===== config.mk =====
export PLATFORM = sky130hd
export DESIGN_NAME = usbls_rx
export DESIGN_NICKNAME = d
export VERILOG_FILES = /design/src/rtl/usbls_rx_pkg.sv /design/src/rtl/usbls_line_sync.sv /design/src/rtl/usbls_bit_timer.sv /design/src/rtl/usbls_nrzi_unstuff.sv /design/src/rtl/usbls_rx.sv
export SDC_FILE = /design/constraint.sdc
export NUM_CORES = 1
export LEC_CHECK = 0
export ABC_AREA = 1
export BUFFER_PORTS_ARGS = -buffer_cell sky130_fd_sc_hd__buf_2
export CAP_MARGIN = 0
export CORE_MARGIN = 2
export CORE_UTILIZATION = 53
export DETAILED_ROUTE_END_ITERATION = 10
export PLACE_DENSITY = 0.86
export SYNTH_ARGS = -nofsm -noshare
export SYNTH_HDL_FRONTEND = slang
export SYNTH_HIERARCHICAL = 1
export SYNTH_SLANG_ARGS = --single-unit

===== constraint.sdc =====
create_clock -name clk -period 1.8 [get_ports clk]
set_input_delay 0.27 -clock clk [delete_from_list [all_inputs] [get_ports clk]]
set_output_delay 0.27 -clock clk [all_outputs]
set_load 0.01 [all_outputs]

===== src/rtl/usbls_rx_pkg.sv =====
// Shared types for the low-speed USB receiver.
// Assumes the line pair is packed as {dp, dm}.
package usbls_rx_pkg;
    typedef enum logic [1:0] {
        LS_SE0 = 2'b00,
        LS_J   = 2'b01,
        LS_K   = 2'b10,
        LS_SE1 = 2'b11
    } line_t;

    typedef enum logic [1:0] {
        ST_IDLE,
        ST_SYNC,
        ST_DATA,
        ST_DROP
    } rx_state_t;
endpackage


===== src/rtl/usbls_line_sync.sv =====
// Two-flop synchronizer for D+/D-, followed by one more stage that
// provides the previous line state and a transition flag.
// Assumes the line is idle (J) while reset is applied.
module usbls_line_sync
    import usbls_rx_pkg::*;
(
    input  logic  clk,
    input  logic  rst_n,
    input  logic  usb_dp,
    input  logic  usb_dm,
    output line_t ls,
    output line_t ls_prev,
    output logic  ls_edge
);
    logic [1:0] meta_q, sync_q, hist_q;

    // Bring the line pair into the clock domain and keep one older copy.
    always_ff @(posedge clk) begin
        if (!rst_n) begin
            meta_q <= LS_J;
            sync_q <= LS_J;
            hist_q <= LS_J;
        end else begin
            meta_q <= {usb_dp, usb_dm};
            sync_q <= meta_q;
            hist_q <= sync_q;
        end
    end

    assign ls      = line_t'(sync_q);
    assign ls_prev = line_t'(hist_q);
    assign ls_edge = (sync_q != hist_q);
endmodule


===== src/rtl/usbls_bit_timer.sv =====
// Bit phase counter. It realigns to phase 1 on the clock after a line
// transition, so the transition clock counts as phase 0, and it strobes
// at phase BIT_CLKS/2. With LEAP_EN set, every third bit period is one
// clock longer, which follows a rate of BIT_CLKS + 1/3 clocks per bit.
// Assumes BIT_CLKS >= 4.
module usbls_bit_timer #(
    parameter int BIT_CLKS = 8,
    parameter bit LEAP_EN  = 1'b0
) (
    input  logic clk,
    input  logic rst_n,
    input  logic ls_edge,
    output logic sample
);
    localparam int PW = $clog2(BIT_CLKS + 1);
    localparam logic [PW-1:0] HALF_PH = PW'(BIT_CLKS / 2);
    localparam logic [PW-1:0] LAST_PH = PW'(BIT_CLKS - 1);

    logic [PW-1:0] phase;
    logic [PW-1:0] last_ph;
    logic [1:0]    leap_cnt;

    generate
        if (LEAP_EN) begin : g_leap
            // Count sampled bits modulo three to choose the long period.
            always_ff @(posedge clk) begin
                if (!rst_n)
                    leap_cnt <= 2'd0;
                else if (sample)
                    leap_cnt <= (leap_cnt == 2'd2) ? 2'd0 : leap_cnt + 2'd1;
            end
            assign last_ph = (leap_cnt == 2'd2) ? PW'(BIT_CLKS) : LAST_PH;
        end else begin : g_fixed
            assign leap_cnt = 2'd0;
            assign last_ph  = LAST_PH;
        end
    endgenerate

    // Advance the phase, wrap at the end of a bit, realign on transitions.
    always_ff @(posedge clk) begin
        if (!rst_n)
            phase <= '0;
        else if (ls_edge)
            phase <= PW'(1);
        else if (phase >= last_ph)
            phase <= '0;
        else
            phase <= phase + PW'(1);
    end

    assign sample = (phase == HALF_PH) && !ls_edge;
endmodule


===== src/rtl/usbls_nrzi_unstuff.sv =====
// NRZI decoder with stuff-bit removal. It emits one registered bit per
// data sample, except for the bit that follows STUFF_RUN ones, which
// only refreshes the reference state. SE0 samples are left to the caller.
module usbls_nrzi_unstuff
    import usbls_rx_pkg::*;
#(
    parameter int STUFF_RUN = 6
) (
    input  logic  clk,
    input  logic  rst_n,
    input  logic  active,
    input  logic  sample,
    input  logic  load_ref,
    input  line_t ls,
    output logic  bit_vld,
    output logic  bit_val
);
    localparam int RW = $clog2(STUFF_RUN + 1);

    line_t         ref_ls;
    logic [RW-1:0] ones;
    logic          same;

    assign same = (ls == ref_ls);

    // Decode one bit per sample and track the run of ones.
    always_ff @(posedge clk) begin
        if (!rst_n) begin
            ref_ls  <= LS_J;
            ones    <= '0;
            bit_vld <= 1'b0;
            bit_val <= 1'b0;
        end else begin
            bit_vld <= 1'b0;
            if (load_ref) begin
                ref_ls <= LS_K;
                ones   <= '0;
            end else if (active && sample && ls != LS_SE0) begin
                ref_ls <= ls;
                if (ones == RW'(STUFF_RUN)) begin
                    ones <= '0;
                end else begin
                    bit_vld <= 1'b1;
                    bit_val <= same;
                    ones    <= same ? ones + RW'(1) : '0;
                end
            end
        end
    end
endmodule


===== src/rtl/usbls_rx.sv =====
// Low-speed USB packet receiver top. It finds the end of sync, collects
// destuffed bits into bytes (bit 0 first), enforces a byte limit and
// closes the packet on SE0. Assumes the line stays within the bit-rate
// tolerance that BIT_CLKS and LEAP_EN describe.
module usbls_rx
    import usbls_rx_pkg::*;
#(
    parameter int BIT_CLKS  = 8,
    parameter bit LEAP_EN   = 1'b0,
    parameter int BUF_BYTES = 8,
    localparam int CW = $clog2(BUF_BYTES + 1)
) (
    input  logic          clk,
    input  logic          rst_n,
    input  logic          usb_dp,
    input  logic          usb_dm,
    output logic [7:0]    rx_data,
    output logic          rx_valid,
    output logic          rx_eop,
    output logic          rx_ovf,
    output logic [CW-1:0] rx_count
);
    line_t     ls, ls_prev;
    logic      ls_edge, sample, bit_vld, bit_val, load_ref, prev_k;
    rx_state_t state;
    logic [6:0] shreg;
    logic [2:0] bit_idx;
    logic [7:0] next_byte;

    usbls_line_sync u_sync (
        .clk(clk), .rst_n(rst_n), .usb_dp(usb_dp), .usb_dm(usb_dm),
        .ls(ls), .ls_prev(ls_prev), .ls_edge(ls_edge)
    );

    usbls_bit_timer #(.BIT_CLKS(BIT_CLKS), .LEAP_EN(LEAP_EN)) u_timer (
        .clk(clk), .rst_n(rst_n), .ls_edge(ls_edge), .sample(sample)
    );

    usbls_nrzi_unstuff #(.STUFF_RUN(6)) u_dec (
        .clk(clk), .rst_n(rst_n), .active(state == ST_DATA),
        .sample(sample), .load_ref(load_ref), .ls(ls),
        .bit_vld(bit_vld), .bit_val(bit_val)
    );

    assign load_ref  = (state == ST_SYNC) && sample && (ls == LS_K) && prev_k;
    assign next_byte = {bit_val, shreg};

    // Packet sequencing, byte assembly and the byte limit.
    always_ff @(posedge clk) begin
        if (!rst_n) begin
            state    <= ST_IDLE;
            prev_k   <= 1'b0;
            shreg    <= '0;
            bit_idx  <= '0;
            rx_data  <= '0;
            rx_valid <= 1'b0;
            rx_eop   <= 1'b0;
            rx_ovf   <= 1'b0;
            rx_count <= '0;
        end else begin
            rx_valid <= 1'b0;
            rx_eop   <= 1'b0;
            unique case (state)
                ST_IDLE: begin
                    if (ls_edge && ls == LS_K && ls_prev == LS_J) begin
                        state    <= ST_SYNC;
                        prev_k   <= 1'b0;
                        rx_count <= '0;
                        rx_ovf   <= 1'b0;
                    end
                end
                ST_SYNC: begin
                    if (sample) begin
                        if (ls == LS_SE0) begin
                            state <= ST_IDLE;
                        end else if (load_ref) begin
                            state   <= ST_DATA;
                            bit_idx <= '0;
                        end else begin
                            prev_k <= (ls == LS_K);
                        end
                    end
                end
                ST_DATA: begin
                    if (sample && ls == LS_SE0) begin
                        rx_eop <= 1'b1;
                        state  <= ST_IDLE;
                    end else if (bit_vld) begin
                        shreg   <= next_byte[7:1];
                        bit_idx <= bit_idx + 3'd1;
                        if (bit_idx == 3'd7) begin
                            if (rx_count == CW'(BUF_BYTES)) begin
                                rx_ovf <= 1'b1;
                                state  <= ST_DROP;
                            end else begin
                                rx_data  <= next_byte;
                                rx_valid <= 1'b1;
                                rx_count <= rx_count + CW'(1);
                            end
                        end
                    end
                end
                ST_DROP: begin
                    if (sample && ls == LS_SE0) begin
                        rx_eop <= 1'b1;
                        state  <= ST_IDLE;
                    end
                end
                default: state <= ST_IDLE;
            endcase
        end
    end
endmodule


---- Yosys cells after proc, flatten, opt, wreduce, memory -nomap -nowiden ----
Index checks and enable logic that the tools add are counted.
storage, ports and cells
  register bits ........................... 45
  latch bits .............................. 0
  RAM bits ................................ 0
  bits in read-only memories .............. 0
  input bits .............................. 4
  output and inout bits ................... 15
  word-level logic and storage cells ...... 130
  memories kept ........................... 0
cells by class
  $add $sub $neg .......................... 4
  $mul .................................... 0
  div/mod/pow operators ................... 0
  magnitude comparators ................... 1
  eq/ne operators ......................... 26
  shift-type cells ........................ 0
  multiplexer cells ....................... 41
  bitwise operators ....................... 9
  reductions and logical operators ........ 31
operators by type and width
  kind                   count
  $mux W2                11
  $ne A2 B2 Y1 const B   11
  $mux W3                7
  $mux W4                5
  $reduce_and A6 Y1      3
  $mux W1                13
  $reduce_and A5 Y1      2
  $reduce_bool A2 Y1     5
  $logic_and A1 B1 Y1    9
  $ne A3 B3 Y1 const B   3
  $not A1 Y1             9
  $add A4 B1 Y4 const B  2
  $pmux W2 S4            1
  $pmux W4 S2            1
  $reduce_and A7 Y1      1
  $add A3 B1 Y3 const B  2
  $eq A2 B2 Y1 const B   3
  $eq A3 B3 Y1 const B   2
  $pmux W3 S2            1
  $reduce_and A3 Y1      2
  $reduce_or A3 Y1       2
  $reduce_or A5 Y1       1
  $eq A2 B1 Y1 const B   2
  $eq A4 B3 Y1 const B   1
  10 further kinds       13

---- Logic depth before layout (Yosys ltp) ----
Gate-level depths: netlist of the first run.
  depth in word-level cells ............... 10
  depth in mapped cells ................... 15

---- Cells and area by module ----
Netlist of the first run, hierarchy kept.
modules (own cells, without submodules)
  module              instances  cells each  area each (µm²)
  usbls_rx            1          183         1452.6
  usbls_nrzi_unstuff  1          70          445.4
  usbls_line_sync     1          25          196.4
  usbls_bit_timer     1          22          182.7

---- Worst setup path before layout of the first run ----
No wires, ideal clock.
  kind .................................... register to register
  start point ............................. register u_sync.sync_q[0], in the netlist u_sync/ls[0]
  end point ............................... register state[1]
  data arrival time ....................... 1.697 ns
  data required time ...................... 1.689 ns
  path slack .............................. -0.009 ns
  cell stages (with the launch flop) ...... 14
  buffers on the path ..................... 0
  clock period less this slack ............ 1.809 ns
  path through ............................ dfxtp_1 -> xnor2_1 -> nand2_1 -> nor2_2 -> and3_2 -> nand2_1 -> inv_1 -> nand3_1 -> nand2_1 -> nand2_2 -> nor2_4 -> nand2_1 -> nor2_1 -> nor2_1
on the way
  cells in the longest elaborated chain, start to end .. 8
  elaborated cells on any way between the ends .. 23
RTL lines
  what                              line                   RTL
  start: declaration                usbls_line_sync.sv:15  logic [1:0] meta_q, sync_q, hist_q;
  start signal: assignment          usbls_line_sync.sv:25  sync_q <= meta_q;
  $ne A2 B2 Y1 *                    usbls_line_sync.sv:32  assign ls_edge = (sync_q != hist_q);
  via ls_edge                       usbls_rx.sv:24         logic ls_edge, sample, bit_vld, bit_val, load_ref, prev_k;
  $logic_not A1 Y1 *                usbls_bit_timer.sv:51  assign sample = (phase == HALF_PH) && !ls_edge;
  $logic_and A1 B1 Y1 *             usbls_bit_timer.sv:51
  via sample                        usbls_rx.sv:24
  $logic_and A1 B1 Y1 (3 in a row)  usbls_rx.sv:45         assign load_ref = (state == ST_SYNC) && sample && (ls == LS_K) && prev_k;
  $ne A3 B2 Y1 (no line)            -
  $reduce_and A7 Y1 (no line)       -
  end signal: assignment            usbls_rx.sv:51         state <= ST_IDLE;
  end signal: assignment            usbls_rx.sv:66         state <= ST_SYNC;
  end signal: assignment            usbls_rx.sv:75         state <= ST_IDLE;
  end: declaration                  usbls_rx.sv:25         rx_state_t state;
Mark *: on every way through the listed nets, which the timed path passes. The rest lies on a longest branch. The select of a mux whose other input is x is not followed.
A chain may end at the register's enable or synchronous reset.

---- Final worst setup path of the first run ----
Same ends and word-level chain as after synthesis.

==> impl_metrics.csv, run 1 <==
group,metric,value,unit
critical_path,crit_path_start_kind,"register",
floorplanning,die_height,69.6,um
critical_path,worst_path_max_delay_cell,"sky130_fd_sc_hd__dfxtp_2",
power,finalPower,3.06,mW
critical_path,crit_path_max_fanout,5,
critical_path,worstPathArrival,2030,ps
yosys,synthesis.nets,312,
global_routing,antenna_found_initial,0,
critical_path,timing.critical_path.to_type,"register",
floorplanning,die-area,4840,um2
yosys,synth.largest_area_cell,"sky130_fd_sc_hd__dfxtp_1",
layout,final_standard_cell_utilization_of_the_core,64.5,%
cts,tritoncts,"built",
timing,timing_hold_violations_final,0,
power,worst_ir_drop_vdd,555,uV
power,power.net_switching,1.17,mW
yosys,synth-edff-count,0,
power,sequentialPowerShare,37.6,%
layout,diodes,0,
yosys,synthMuxAreaShare,0,%
drt,first_pass_iters,5,
placement,dp.final_hpwl,2.95,mm
status,violations,"negative setup slack",
global_routing,overall_routing_resource_usage,18.3,%
drt,vias_per_cell,5.08,
yosys,synthesis.yosys.warnings,6,
power,power.share.combinational,36.1,%
critical_path,critPathMaxStageDelay,340,ps
placement,numPlacedInstances,368,
yosys,yosysMostFrequentCell,"sky130_fd_sc_hd__nand2_1",
power,switching_share,38.2,%
power,p_leak,1.19,nW
yosys,netlist.area_leader.share,39.6,%
timing,final.setup_skew,8.12,ps
power,power.density_cell_area,1170,nW/um2
timing,worst_hold_slack,129,ps
cts,clock_tree.buffer_depth,2,
floorplanning,num_rows,23,
drt,drtIter0Drc,115,
floorplanning,boundaryPins,19,
timing,worstMarginPinSlew,384,ps
drt,detailed_route_wire_length_per_cell,12.0,um
critical_path,timing.critical_path.from,"u_sync/ls[0]",
drt,antenna_left,0,
yosys,ys_dominant_reg_cell,"sky130_fd_sc_hd__dfxtp_1",
timing,final.setup.worst_slack,-18.9,ps
critical_path,required_time_worst_endpoint,2010,ps
timing,worst_slew_margin_rel,74.4,%
drt,post-route-drc-count,0,
yosys,main_combinational_cell_family_by_area_after_synthesis,"simple AND/OR/NAND/NOR gates",
critical_path,setup.worst_path.class,"reg2reg",
critical_path,cp.buffers_inverters,1,
yosys,yosys.area_share.simple,29.2,%
yosys,yosys.area_share.adder,4.40,%
worst_hold_path,worst_min_delay_path_category,"in2reg",
layout,multi_input_comb_area,1190,um2
yosys,synthDistinctLibCells,34,
timing,grt_setup_unrepaired,"yes",
floorplanning,initial_utilization,56.1,%
global_routing,grt_pass1_wl,7.20,mm
critical_path,timing.rr.start,"u_sync/ls[0]",
yosys,cell_area_after_technology_mapping,2280,um2
yosys,ys_seq_area_share,39.6,%
status,outcome,"complete, but fails checks",
yosys,post_synth_xor_area_fraction,1.15,%
drt,detailroute.via_count,1921,
cts,clock-root-buffer,"sky130_fd_sc_hd__clkbuf_8",
layout,syn_to_layout_area_delta,14.9,%
yosys,netlist_top_cells_area,"sky130_fd_sc_hd__dfxtp_1, sky130_fd_sc_hd__nand2_1, sky130_fd_sc_hd__inv_1",
placement,postPlaceCellArea,2430,um2
layout,fillerInstances,321,
layout,instances_no_fill,378,
cts,insertion_delay,310,ps
timing,min_period_over_period,101,%
power,p_int,1.89,mW
global_routing,via_count_of_the_first_global_routing_pass,1721,
timing,final.min_clock_period,1820,ps
yosys,yosys-top-cells-count,"sky130_fd_sc_hd__nand2_1, sky130_fd_sc_hd__dfxtp_1, sky130_fd_sc_hd__inv_1",
timing,final_max_slew_viol_count,0,
worst_hold_path,min-delay-start,"usb_dm",
yosys,asyncSetResetFlopFracSynth,0,%
floorplanning,die_x,69.6,um
power,p_clk_share,26.3,%
layout,ff_latch_area,903,um2
critical_path,cp_top_family,"simple AND/OR/NAND/NOR gates",
critical_path,path_cells,"xnor2_1 -> nand2_1 -> nor2_2 -> and3_4 -> nand2_2 -> inv_2 -> nand3_4 -> nand2_4 -> nand2_4 -> nor2_4 -> nand2_1 -> nor2_1 -> nor2_1",
timing,setup_viol,1,
placement,portBuffers,18,
cts,numClockSinks,45,
yosys,synth_cells,300,
cts,cts_buffers,5,
cts,htree_levels,2,
yosys,synth_area_per_cell,7.59,um2
layout,final_net_count,339,
placement,place.gp.congestion,0.903,
yosys,synth_compound_area_share,15.1,%
timing,timing.fmax,550,MHz
layout,drive_gt1_share,28.0,%
global_routing,grt_start_max_net_pins,22,
cts,cts.clk_slew.worst_paths,90,ps
drt,total_length_of_routed_wires,4.53,mm
flow_run,max_cap_violations,0,
floorplanning,core-area,4060,um2
yosys,postSynthRegisterBits,45,
global_routing,grt_remaining_overflow,0,
layout,final_standard_cell_area_without_fillers,2620,um2
==> power by group through the flow <==
stage               sequential, mW  combinational [mW]  clock, mW
finish                        1.15                1.11      0.804
global route                  1.16                1.23      0.850
CTS                           1.15                1.02      0.808
detailed placement            1.17                1.01          0
global placement              1.17               0.996          0
floorplan                     1.17               0.864          0
==> layout by cell type, fill, tap and decap left out <==
master                       n
sky130_fd_sc_hd__a21boi_0    1
sky130_fd_sc_hd__a21oi_1    22
sky130_fd_sc_hd__a21oi_2     6
sky130_fd_sc_hd__a31oi_1     1
sky130_fd_sc_hd__and3_4      1
sky130_fd_sc_hd__buf_12      1
sky130_fd_sc_hd__buf_2      18
sky130_fd_sc_hd__buf_4       6
sky130_fd_sc_hd__bufinv_16   1
sky130_fd_sc_hd__clkbuf_8    5
sky130_fd_sc_hd__clkinv_1    1
sky130_fd_sc_hd__dfxtp_1    43
sky130_fd_sc_hd__dfxtp_2     2
sky130_fd_sc_hd__ha_1        8
sky130_fd_sc_hd__inv_1      41
sky130_fd_sc_hd__inv_2       7
sky130_fd_sc_hd__inv_4       1
sky130_fd_sc_hd__inv_6       2
sky130_fd_sc_hd__nand2_1    52
sky130_fd_sc_hd__nand2_2    11
sky130_fd_sc_hd__nand2_4     7
sky130_fd_sc_hd__nand3_1    16
sky130_fd_sc_hd__nand3_2     4
sky130_fd_sc_hd__nand3_4     2
sky130_fd_sc_hd__nand3b_4    1
sky130_fd_sc_hd__nor2_1     25
sky130_fd_sc_hd__nor2_2      6
sky130_fd_sc_hd__nor2_4      4
sky130_fd_sc_hd__nor3_1      1
sky130_fd_sc_hd__o211a_1     1
sky130_fd_sc_hd__o21ai_0    12
sky130_fd_sc_hd__o21ai_1     9
sky130_fd_sc_hd__o21ai_2     5
sky130_fd_sc_hd__o21bai_2    1
sky130_fd_sc_hd__or2_2       1
sky130_fd_sc_hd__xnor2_1     2
sky130_fd_sc_hd__xor2_1      1
==> cells by family after synthesis <==
| family | count (synthesis) |
|---|---|
| simple gates | 131 |
| compound gates | 58 |
| buf+inv | 55 |
| flops | 45 |
| fa+ha+maj | 8 |
| xor+xnor | 3 |
==> cell type report <==
| class | instances | area share, % |
|---|---|---|
| clock buffers | 5 | 2.63 |
| clock inverters | 3 | 1.82 |
| inverters | 50 | 7.27 |
| multi-input cells | 200 | 45.5 |
| flip-flops and latches | 45 | 34.5 |
| well taps | 50 | 2.39 |
| repair buffers | 25 | 5.93 |
==> stage by stage <==
step / worst slack [ps] / setup TNS, ps
after global placement: 114 / 0
after global routing: -138 / -955
after detailed placement: 40.9 / 0
final: -18.9 / -18.9
after CTS: 25.4 / 0
after floorplan: 32.4 / 0
==> worst register-to-register path, stage by stage (launching register included) <==
cell and delay, ps:
sky130_fd_sc_hd__dfxtp_2 340, sky130_fd_sc_hd__xnor2_1 140, sky130_fd_sc_hd__nand2_1 110, sky130_fd_sc_hd__nor2_2 170
sky130_fd_sc_hd__and3_4 260, sky130_fd_sc_hd__nand2_2 60, sky130_fd_sc_hd__inv_2 60, sky130_fd_sc_hd__nand3_4 100
sky130_fd_sc_hd__nand2_4 100, sky130_fd_sc_hd__nand2_4 60, sky130_fd_sc_hd__nor2_4 120, sky130_fd_sc_hd__nand2_1 50
sky130_fd_sc_hd__nor2_1 100, sky130_fd_sc_hd__nor2_1 50
==> per-layer routing <==
metal | GRT usage [%] | vias to the layer above | part of all wire (%)
met5 | 0 | - | 0
met4 | 7.63 | 0 | 2.2
met3 | 3.92 | 12 | 3.7
met2 | 31.3 | 41 | 49
met1 | 22.1 | 870 | 45
li1 | - | 998 | -
==> what timing repair did <==
| action | CTS | global route |
|---|---|---|
| buffers inserted | 0 | 2 |
| setup endpoints to repair | 0 | 32 |
| endpoints found under the hold margin | 0 | 0 |
| resized for setup | 0 | 24 |
| hold buffers | 0 | 0 |
==> final timing paths <==
path                            cells after the start  slack (ps)               end
worst max-delay path                               13         -20          state[1]
worst min-delay path                                3         130  u_sync/meta_q[0]
worst max register to register                     13         -20          state[1]
worst min register to register                      2         410      u_sync/ls[1]
==> registers in the layout, summed over array words and instances, names as in the netlist <==
register,flops
bit_idx,3
prev_k,1
rx_count,4
rx_data,8
rx_eop,1
rx_ovf,1
rx_valid,1
shreg,7
state,2
u_dec/bit_val,1
u_dec/bit_vld,1
u_dec/ones,3
u_dec/ref_ls,2
u_sync/ls,2
u_sync/ls_prev,2
u_sync/meta_q,2
u_timer/phase,4
(Power assumes the default switching activity.)
==> inputs of run 2 (changes only) <==
--- a/config.mk
+++ b/config.mk
@@ -7,11 +7,10 @@
 export LEC_CHECK = 0
 export ABC_AREA = 1
 export BUFFER_PORTS_ARGS = -buffer_cell sky130_fd_sc_hd__buf_2
-export CAP_MARGIN = 0
 export CORE_MARGIN = 2
 export CORE_UTILIZATION = 53
 export DETAILED_ROUTE_END_ITERATION = 10
-export PLACE_DENSITY = 0.86
+export PLACE_DENSITY_LB_ADDON = 0.15
 export SYNTH_ARGS = -nofsm -noshare
 export SYNTH_HDL_FRONTEND = slang
 export SYNTH_HIERARCHICAL = 1
==> impl_metrics.csv, run 2 (synthesis gave the netlist of run 1 again) <==
group,metric,value,unit
timing,final.min_clock_period,1760,ps
layout,final_standard_cell_utilization_of_the_core,65.7,%
global_routing,grt_remaining_overflow,0,
layout,syn_to_layout_area_delta,17.1,%
cts,clock_tree.buffer_depth,2,
layout,fillerInstances,357,
drt,antenna_left,0,
power,power.density_cell_area,1150,nW/um2
layout,diodes,0,
floorplanning,initial_utilization,56.1,%
power,power.net_switching,1.16,mW
cts,htree_levels,2,
layout,final_cell_mix,"sky130_fd_sc_hd__nand2_1, sky130_fd_sc_hd__inv_1, sky130_fd_sc_hd__dfxtp_1",
status,outcome,"finished, final reports clean",
drt,total_length_of_routed_wires,4.33,mm
drt,first_pass_iters,4,
drt,vias_per_cell,4.95,
layout,largest_register_ffs,8,
flow_run,max_cap_violations,0,
timing,timing.fmax,569,MHz
floorplanning,die_height,69.6,um
global_routing,via_count_of_the_first_global_routing_pass,1760,
power,sequentialPowerShare,37.5,%
cts,cts.clk_slew.worst_paths,90,ps
layout,drive_gt1_share,30.7,%
global_routing,antenna_found_initial,0,
drt,detailed_route_wire_length_per_cell,11.3,um
power,p_leak,1.23,nW
floorplanning,die_x,69.6,um
worst_hold_path,min-delay-start,"usb_dm",
power,p_clk_share,26.7,%
power,p_int,1.91,mW
drt,detailroute.via_count,1890,
layout,largest_registers,"rx_data: 8 flops, shreg: 7 flops",
critical_path,crit_path_start_kind,"register",
global_routing,overall_routing_resource_usage,18.9,%
layout,regMostFlops,"rx_data",
layout,layout.cells.most_common,"sky130_fd_sc_hd__nand2_1",
floorplanning,core-area,4060,um2
timing,final.setup_skew,7.23,ps
drt,post-route-drc-count,0,
timing,setup_viol,0,
critical_path,timing.critical_path.from,"u_sync/ls[0]",
timing,min_period_over_period,97.6,%
cts,cts_buffers,5,
timing,timing_hold_violations_final,0,
cts,hold_buffers,0,
layout,final_net_count,343,
timing,final_max_slew_viol_count,0,
cts,tritoncts,"built",
timing,worstMarginPinSlew,335,ps
cts,insertion_delay,310,ps
drt,drtIter0Drc,85,
power,switching_share,37.7,%
timing,grt_setup_unrepaired,"yes",
critical_path,required_time_worst_endpoint,2060,ps
placement,numPlacedInstances,370,
worst_hold_path,worst_min_delay_path_category,"in2reg",
cts,clock-root-buffer,"sky130_fd_sc_hd__clkbuf_8",
critical_path,crit_path_max_fanout,5,
layout,instances_no_fill,382,
power,power.share.combinational,35.8,%
placement,dp.final_hpwl,2.99,mm
critical_path,r2r_slack,40,ps
critical_path,timing.critical_path.to_type,"register",
global_routing,grt_pass1_wl,7.45,mm
power,worst_ir_drop_vdd,498,uV
timing,setup_total_negative_slack,0,ps
timing,worst_slew_margin_rel,77.6,%
critical_path,setup.worst_path.class,"reg2reg",
global_routing,grt_start_max_net_pins,17,
critical_path,worstPathArrival,2020,ps
floorplanning,die-area,4840,um2
cts,numClockSinks,45,
floorplanning,num_rows,23,
critical_path,timing.rr.start,"u_sync/ls[0]",
floorplanning,boundaryPins,19,
power,finalPower,3.07,mW
placement,place.gp.congestion,0.847,
placement,portBuffers,18,
run 2: cell count changes in the layout (fill, tap and decap cells not counted), sizes merged:
cell / previous run / this run
buf: 25 / 29
run 2: final timing paths:
path                            to  depth (start not counted)
setup / recovery          state[1]                         13
hold / removal    u_sync/meta_q[0]                          3
hold reg to reg       u_sync/ls[1]                          2
setup reg to reg          state[1]                         13
run 2: worst max-delay path, stage by stage (launching register included):
cell	delay, ps
sky130_fd_sc_hd__dfxtp_2	340
sky130_fd_sc_hd__xnor2_2	150
sky130_fd_sc_hd__nand2_2	100
sky130_fd_sc_hd__nor2_4	130
sky130_fd_sc_hd__and3_4	250
sky130_fd_sc_hd__nand2_2	60
sky130_fd_sc_hd__inv_2	60
sky130_fd_sc_hd__nand3_4	90
sky130_fd_sc_hd__nand2_4	90
sky130_fd_sc_hd__nand2_4	60
sky130_fd_sc_hd__buf_4	130
sky130_fd_sc_hd__o21ai_2	100
sky130_fd_sc_hd__nand2_1	60
sky130_fd_sc_hd__nor2_1	80
run 2: stage by stage:
stage | hold WS [ps] | instance area, um2 | setup WS [ps]
global placement | 382 | 2430 | 99.1
CTS | 124 | 2550 | 26.5
detailed placement | 402 | 2430 | -2.86
global route | 149 | 2670 | -96.0
finish | 127 | 2670 | 42.4
floorplan | 339 | 2280 | 32.4
run 2: layout make-up:
class	count	area [um2]	area share, %
Multi-Input combinational cell	200	1210	45.5
Sequential cell	45	908	34.1
Inverter	50	190	7.13
Timing Repair Buffer	29	176	6.61
Clock buffer	5	68.8	2.58
Tap cell	50	62.6	2.35
Clock inverter	3	47.5	1.78
run 2: repair_timing:
action	4_1_cts	5_1_grt
buffers inserted	0	4
setup endpoints to repair	2	28
gates resized for setup	1	32
pin swaps	0	12
run 2: power by group through the flow:
stage / registers [mW] / clock network [mW] / logic [mW]
2_1_floorplan: 1.17 / 0 / 0.864
3_3_place_gp: 1.17 / 0 / 1.01
3_5_place_dp: 1.17 / 0 / 1.01
4_1_cts: 1.15 / 0.829 / 1.01
5_1_grt: 1.16 / 0.860 / 1.24
6_report: 1.15 / 0.819 / 1.10
run 2: routing by layer:
metal  wire, um  vias to the layer above  part of all wire [%]  track usage [%]
met4         75                        0                   1.7             7.84
met3        122                        8                   2.8             4.36
li1           -                     1010                     -                -
met1       2120                      845                    49             24.1
met2       2010                       27                    46             30.6
met5          0                        -                     0                0
==> inputs of run 3 (changes only) <==
--- a/config.mk
+++ b/config.mk
@@ -10,7 +10,7 @@
 export CORE_MARGIN = 2
 export CORE_UTILIZATION = 53
 export DETAILED_ROUTE_END_ITERATION = 10
-export PLACE_DENSITY_LB_ADDON = 0.15
+export PLACE_DENSITY_LB_ADDON = 0.3
 export SYNTH_ARGS = -nofsm -noshare
 export SYNTH_HDL_FRONTEND = slang
 export SYNTH_HIERARCHICAL = 1
==> impl_metrics.csv, run 3 (synthesis gave the netlist of run 1 again) <==
group,metric,value,unit
floorplanning,boundaryPins,19,
cts,hold_buffers,0,
power,worst_ir_drop_vdd,693,uV
placement,place.gp.congestion,0.844,
critical_path,required_time_worst_endpoint,2000,ps
layout,regMostFlops,"rx_data",
worst_hold_path,worst_min_delay_path_category,"in2reg",
drt,highest-signal-layer,"met4",
placement,place_worst_setup_slack,48.8,ps
placement,dp.final_hpwl,3.05,mm
floorplanning,initial_utilization,56.1,%
drt,vias_per_cell,4.76,
timing,worst_slew_margin_rel,76.2,%
layout,final_standard_cell_utilization_of_the_core,63.6,%
power,power.density_cell_area,1150,nW/um2
timing,final.setup_skew,7.04,ps
drt,post-route-drc-count,0,
layout,drive_gt1_share,26.8,%
floorplanning,die_height,69.6,um
critical_path,timing.critical_path.to_type,"register",
cts,clock_tree.buffer_depth,2,
floorplanning,die-area,4840,um2
critical_path,crit_path_max_fanout,5,
status,outcome,"finished, final reports clean",
power,p_leak,1.19,nW
global_routing,overall_routing_resource_usage,18.5,%
floorplanning,die_x,69.6,um
timing,worst_hold_slack,128,ps
floorplanning,num_rows,23,
critical_path,crit_path_start_kind,"register",
layout,syn_to_layout_area_delta,13.4,%
timing,final.setup.worst_slack,92.5,ps
cts,tritoncts,"built",
global_routing,grt_start_max_net_pins,22,
cts,clock-root-buffer,"sky130_fd_sc_hd__clkbuf_8",
power,finalPower,2.97,mW
drt,first_pass_iters,4,
cts,htree_levels,2,
layout,final_cell_mix,"sky130_fd_sc_hd__nand2_1, sky130_fd_sc_hd__dfxtp_1, sky130_fd_sc_hd__inv_1",
placement,portBuffers,18,
global_routing,grt_pass1_wl,7.31,mm
timing,grt_setup_unrepaired,"yes",
timing,min_period_over_period,94.9,%
global_routing,via_count_of_the_first_global_routing_pass,1707,
layout,diodes,0,
cts,cts_buffers,5,
drt,detailroute.wirelength.met2,1.89,mm
cts,numClockSinks,45,
layout,largest_registers,"rx_data: 8 flops, shreg: 7 flops",
critical_path,worstPathArrival,1910,ps
layout,layout.cells.most_common,"sky130_fd_sc_hd__nand2_1",
drt,route.met3.wl,154,um
flow_run,max_cap_violations,0,
timing,final_max_slew_viol_count,0,
critical_path,setup.worst_path.class,"reg2reg",
timing,final.min_clock_period,1710,ps
drt,antenna_left,0,
layout,final_net_count,339,
cts,insertion_delay,310,ps
timing,worstMarginPinSlew,357,ps
timing,timing.fmax,586,MHz
cts,cts.clk_slew.worst_paths,90,ps
layout,largest_register_ffs,8,
global_routing,antenna_found_initial,0,
timing,setup_viol,0,
cts,cts_setup_buffers,0,
drt,detailed_route_wire_length_per_cell,11.0,um
drt,wirelength_met1,2.03,mm
timing,setup_total_negative_slack,0,ps
drt,drtIter0Drc,89,
timing,timing_hold_violations_final,0,
drt,detailroute.via_count,1801,
drt,total_length_of_routed_wires,4.14,mm
global_routing,grt_remaining_overflow,0,
floorplanning,core-area,4060,um2
[run 3: critical path, cell delays in order (launching register included)]
cell	delay, ps
sky130_fd_sc_hd__dfxtp_2	330
sky130_fd_sc_hd__xnor2_1	140
sky130_fd_sc_hd__nand2_1	110
sky130_fd_sc_hd__nor2_2	140
sky130_fd_sc_hd__and3_4	250
sky130_fd_sc_hd__nand2_2	60
sky130_fd_sc_hd__inv_2	60
sky130_fd_sc_hd__nand3_4	80
sky130_fd_sc_hd__nand2_1	90
sky130_fd_sc_hd__nand2_2	80
sky130_fd_sc_hd__nor2_4	100
sky130_fd_sc_hd__nand3_1	70
sky130_fd_sc_hd__nand2_1	60
sky130_fd_sc_hd__nor2_1	40
[run 3: worst paths after layout]
kind,slack (ps),startpoint,end,depth (start not counted)
worst max-delay path,90,u_sync/ls[0],state[0],13
worst min-delay path,130,usb_dm,u_sync/meta_q[0],3
worst min register to register,410,u_sync/meta_q[0],u_sync/ls[0],2
worst max register to register,90,u_sync/ls[0],state[0],13
[run 3: cell type report]
class                      count  area [um2]
fill                         336        1480
inverter                      50         190
sequential                    45         905
multi-input combinational    200        1170
clock buffer                   5        68.8
clock inverter                 3        47.5
timing repair buffer          25         143
tap                           50        62.6
[run 3: through the flow]
step / instances / cell area [um2]
after global routing: 378 / 2580
after detailed placement: 370 / 2430
after CTS: 378 / 2550
after floorplan: 300 / 2280
after global placement: 370 / 2430
final: 378 / 2580
[run 3: power breakdown]
part / switching (mW) / internal, mW / total (mW)
Clock: 0.375 / 0.424 / 0.799
Sequential: 0.0808 / 1.07 / 1.15
Combinational: 0.649 / 0.374 / 1.02
Total: 1.11 / 1.87 / 2.97
[run 3: timing repair]
item / CTS / global route
endpoints found under the hold margin: 0 / 0
resized for setup: 0 / 12
endpoints found under the setup margin: 0 / 26
[run 3: layer usage]
metal,GRT usage (%),vias up
li1,-,995
met1,24.0,774
met2,30.3,27
met3,3.63,5
met4,7.19,0
met5,0,-
